`src/rtl/frame_cmd_engine.sv`:
```
module frame_cmd_engine (
  input  logic        clk,
  input  logic        rst_n,
  input  logic [7:0]  in_data,
  input  logic        in_valid,
  output logic        in_ready,
  output logic [7:0]  out_data,
  output logic        out_valid,
  input  logic        out_ready,
  output logic        bus_req,
  output logic        bus_we,
  output logic [15:0] bus_addr,
  output logic [31:0] bus_wdata,
  input  logic        bus_ack,
  input  logic [31:0] bus_rdata
);
  localparam logic [7:0] CMD_SOF = 8'h55, CMD_EOF = 8'hAA;
  localparam logic [7:0] RSP_SOF = 8'hAA, RSP_EOF = 8'h55;
  localparam logic [7:0] OP_WR = 8'h11, OP_RD = 8'h10, OP_RST = 8'h01;
  localparam logic [7:0] AK_WR = 8'h7E, AK_RD = 8'h7F, AK_RST = 8'h7D;
  localparam logic [7:0] NK_UNK = 8'hFE, NK_ERR = 8'hFD;

  typedef enum logic [2:0] {S_IDLE, S_CODE, S_BODY, S_BUS, S_WAIT, S_RESP} state_t;
  typedef enum logic [2:0] {K_WR, K_RD, K_RST, K_UNK, K_ERR} kind_t;

  state_t      state;
  kind_t       kind;
  logic [7:0]  op, pfx, ridx, bad;
  logic [31:0] wdata, rdata;
  logic [2:0]  cnt;
  logic [3:0]  ocnt;
  logic [2:0]  end_pos;
  logic [3:0]  olen;
  logic [7:0]  rcode;
  logic        in_fire;

  assign in_ready  = (state == S_IDLE) || (state == S_CODE) || (state == S_BODY);
  assign in_fire   = in_valid && in_ready;
  assign out_valid = (state == S_RESP);
  assign bus_req   = (state == S_BUS);
  assign bus_we    = (op == OP_WR);
  assign bus_addr  = {pfx, ridx};
  assign bus_wdata = wdata;

  assign end_pos = (op == OP_WR) ? 3'd6 : (op == OP_RD) ? 3'd2 : 3'd0;

  always_comb begin
    case (kind)
      K_WR:    begin olen = 4'd5; rcode = AK_WR;  end
      K_RD:    begin olen = 4'd9; rcode = AK_RD;  end
      K_RST:   begin olen = 4'd3; rcode = AK_RST; end
      K_UNK:   begin olen = 4'd4; rcode = NK_UNK; end
      default: begin olen = 4'd4; rcode = NK_ERR; end
    endcase
  end

  always_comb begin
    if (ocnt == 4'd0)                         out_data = RSP_SOF;
    else if (ocnt == olen - 4'd1)             out_data = RSP_EOF;
    else if (ocnt == 4'd1)                    out_data = rcode;
    else if (kind == K_UNK || kind == K_ERR)  out_data = bad;
    else begin
      case (ocnt)
        4'd2:    out_data = pfx;
        4'd3:    out_data = ridx;
        4'd4:    out_data = rdata[31:24];
        4'd5:    out_data = rdata[23:16];
        4'd6:    out_data = rdata[15:8];
        default: out_data = rdata[7:0];
      endcase
    end
  end

  always_ff @(posedge clk) begin
    if (!rst_n) begin
      state <= S_IDLE;
      kind  <= K_WR;
      op    <= 8'h00;
      pfx   <= 8'h00;
      ridx  <= 8'h00;
      bad   <= 8'h00;
      wdata <= 32'h0;
      rdata <= 32'h0;
      cnt   <= 3'd0;
      ocnt  <= 4'd0;
    end else begin
      case (state)
        S_IDLE: if (in_fire && in_data == CMD_SOF) state <= S_CODE;
        S_CODE: if (in_fire) begin
          op  <= in_data;
          cnt <= 3'd0;
          if (in_data == OP_WR || in_data == OP_RD || in_data == OP_RST)
            state <= S_BODY;
          else begin
            kind  <= K_UNK;
            bad   <= in_data;
            state <= S_RESP;
          end
        end
        S_BODY: if (in_fire) begin
          if (cnt == end_pos) begin
            if (in_data != CMD_EOF) begin
              kind  <= K_ERR;
              bad   <= in_data;
              state <= S_RESP;
            end else if (op == OP_RST) begin
              kind  <= K_RST;
              state <= S_RESP;
            end else
              state <= S_BUS;
          end else begin
            case (cnt)
              3'd0:    pfx   <= in_data;
              3'd1:    ridx  <= in_data;
              default: wdata <= {wdata[23:0], in_data};
            endcase
            cnt <= cnt + 3'd1;
          end
        end
        S_BUS: state <= S_WAIT;
        S_WAIT: if (bus_ack) begin
          if (op == OP_RD) begin
            rdata <= bus_rdata;
            kind  <= K_RD;
          end else
            kind  <= K_WR;
          state <= S_RESP;
        end
        S_RESP: if (out_ready) begin
          if (ocnt == olen - 4'd1) begin
            ocnt  <= 4'd0;
            state <= S_IDLE;
          end else
            ocnt <= ocnt + 4'd1;
        end
        default: state <= S_IDLE;
      endcase
    end
  end
endmodule

```
`config.mk`:
```
export PLATFORM = sky130hd
export DESIGN_NAME = frame_cmd_engine
export DESIGN_NICKNAME = d
export VERILOG_FILES = /design/src/rtl/frame_cmd_engine.sv
export SDC_FILE = /design/constraint.sdc
export NUM_CORES = 1
export LEC_CHECK = 0
export ABC_CLOCK_PERIOD_IN_PS = 3500
export CELL_PAD_IN_SITES_DETAIL_PLACEMENT = 2
export CELL_PAD_IN_SITES_GLOBAL_PLACEMENT = 2
export CORE_AREA = 2 2 131 133
export DETAILED_ROUTE_END_ITERATION = 10
export DIE_AREA = 0 0 133 135
export PLACE_DENSITY_LB_ADDON = 0.15
export SKIP_LAST_GASP = 1
export SLEW_MARGIN = 20
export SYNTH_ARGS = -nofsm -noshare
export SYNTH_HDL_FRONTEND = slang
export SYNTH_SLANG_ARGS = --single-unit
export TNS_END_PERCENT = 1
```
`constraint.sdc`:
```
create_clock -name clk -period 3.5 [get_ports clk]
set_input_delay 0.35 -clock clk [delete_from_list [all_inputs] [get_ports clk]]
set_output_delay 0.35 -clock clk [all_outputs]
set_load 0.02 [all_outputs]
```
==> impl_metrics.ini <==
[die]
initial_utilization_pct = 30.9
die_x_um = 133
die_area_um2 = 18000
ios = 105
core_area_um2 = 16400
rows = 47
die_y_um = 135

[worst_setup_path]
slowest_stage = clkdlybuf4s50_1
endpoint_kind = primary output
r2r_slack_ps = 870
critPathBufInv = 2
path_cells = inv_1 -> ha_2 -> a22oi_1 -> a311oi_1 -> a21o_1 -> nor3_1 -> a2111oi_1 -> a211o_1 -> clkdlybuf4s50_1
cp-start-kind = flop
cp.arrival_ps = 3120
crit_type = reg2out
critPathTopFamily = compound AO/OA/AOI/OAI gates
critPathRequiredTime_ps = 3150
path_max_fanout = 13
slowest_delay_ps = 590

[logic_synthesis]
yosysTopAreaCell = dfxtp_1
async_flop_share_pct = 0
synth_nets = 717
synth-edff-count = 0
syn_area_um2 = 5070
synthDominantCellAreaShare_pct = 43.0
ys_ff_latch = 109
netlist-cell-type-count = 54
postSynthAreaPerCell_um2 = 7.63
seq_area_frac_synth_pct = 43.0
synthesis.instances = 665
synth_warnings = 0
ys.flop_type = dfxtp_1
ys_top_cells_by_area = dfxtp_1, nand2_1, a21oi_1, o21ai_0, nor2_1

[grt]
grt_pass1_wl_um = 30700
grt_usage_pct = 21.8
grt_overflow = 0
grt_start_max_net_pins = 70
antenna_found_initial = 0
grt_pass1_vias = 5675

[clock_tree]
holdBufCountCts = 0
clockRootBuffer = clkbuf_16
cts-buffers-inserted = 9
h-tree-depth = 3
clk_latency_ps = 360
cts_sinks = 109
cts.path.max_buffers = 2
clk_pin_slew_ps = 80
cts_tree = done

[sta]
hold_viol_final = 0
tightest_slew_ps = 761
drv_slew = 0
rsz0062_at_grt = yes
setup_viol_count_final = 0
finClkSkew_ps = 7.88
max_freq_ghz = 0.288
min_period_ps = 3470
whs_ps = 461
setup_tns_ps = 0
slew_headroom_pct = 49.2
post-route-period-util_pct = 99.2

[placement]
place_congestion = 0.813
hpwlAfterDp_um = 13800
port_buffers = 104

[pwr]
peakVddDrop_mv = 0.230
pwr_density_cell_nw_per_um2 = 486
p_leak_nw = 2.23

[final_layout]
drive_gt1_share_pct = 7.55
final_util_pct = 40.8
area_delta_synth_final_pct = 31.8
antenna_cells = 0
final_nets = 802

[drt]
drc = 0
via_count = 5188
route.antenna.remaining_nets = 0
vias_per_cell = 5.32
wl_per_cell_um = 19.5
drtPass1Iterations = 4
drtIter0Drc = 243
routed_wl_um = 19000

[flow_run]
maxCapViolCount = 0

[run_status]
outcome = completed

[min_path]
hold_class = reg2reg
[metal layers]
layer  share of wire [%]  vias up  GRT usage (%)
li1                    -     2476              -
met1                  46     2618           27.9
met2                  50       82           38.5
met3                 2.6       12           4.02
met4                0.95        0           4.00
met5                   0        -              0
[state kept, by name, summed over array words and instances, names as in the netlist]
signal     count
bad            8
bus_wdata     32
cnt            3
kind           3
ocnt           4
op             8
pfx            8
rdata         32
ridx           8
state          3
[metrics by stage]
stage	area (µm²)	power [mW]	setup WS, ps	cells
after detailed placement	6340	2.18	121	957
after global routing	6690	3.43	-120	975
after floorplan	5070	1.91	897	665
after CTS	6670	3.27	-63.8	975
final	6690	3.25	28.2	975
after global placement	6340	2.14	320	957
[worst reg2reg max path: stages (launching register included)]
cell and delay [ps]:
dfxtp_1 330, or4_4 590, o21a_1 300, nor4_4 370
nand3b_1 520, nand3_1 270, o21ai_0 120
[area by class of cell]
class,instances,area [µm²]
fill,1826,9720
sequential,109,2190
timing repair buffer,123,1200
tap,220,275
inverter,11,41.3
clock buffer,11,253
clock inverter,5,53.8
multi-input combinational,496,2680
[placed cells by master (no fill, tap or decap), types with 3 or more instances in the layout]
cell type / instances
nor2_1: 39
mux2i_1: 10
o21a_1: 3
nor3_1: 6
or3_1: 6
a211oi_1: 10
a221oi_1: 7
ha_1: 3
ha_2: 4
clkdlybuf4s50_1: 103
o21ai_0: 37
buf_4: 18
nor4_1: 3
a21oi_1: 100
or4_1: 4
inv_1: 10
nand3b_1: 3
a21o_1: 5
and2_1: 4
a222oi_1: 6
a221o_1: 3
nand2b_1: 8
nand2_1: 173
clkinv_4: 3
dfxtp_1: 108
nand3_1: 20
or2_2: 3
clkbuf_16: 9
nor2b_1: 4
[power by group]
part | total (mW) | internal [mW] | switching (mW) | leakage (nW)
Sequential | 1.39 | 1.30 | 0.0881 | 0.880
Combinational | 0.813 | 0.335 | 0.478 | 1.20
Clock | 1.05 | 0.538 | 0.515 | 0.151
[cells in the mapped netlist (all sizes together) (6+ instances only)]
master / instances
nor2: 39
buf: 12
nand2b: 8
o21ai: 38
a21oi: 100
a222oi: 6
ha: 7
nand3: 20
clkbuf: 37
nand2: 173
or3: 7
a211oi: 11
inv: 11
a221oi: 8
dfxtp: 109
mux2i: 10
nor3: 7
[cell families after synthesis]
kind of cell | synth area share, %
AO/OA/AOI/OAI | 23.1
XOR/XNOR | 0.173
adder cells (fa/ha/maj) | 1.73
buffers and inverters | 4.71
flip-flops | 43.0
multiplexers | 1.97
AND/OR/NAND/NOR | 25.3
[path summary, 6_finish.rpt]
check | from | to | cells after the start
min reg2reg | op[3] | op[3] | 2
max reg2reg | op[7] | pfx[1] | 6
max | ocnt[1] | out_data[1] | 9
min | op[3] | op[3] | 2
[timing repair]
action                     CTS  global route
setup endpoints to repair    8             6
resized for setup            4             6
buffers inserted             2             0
Power figures use the tool's default switching activity.
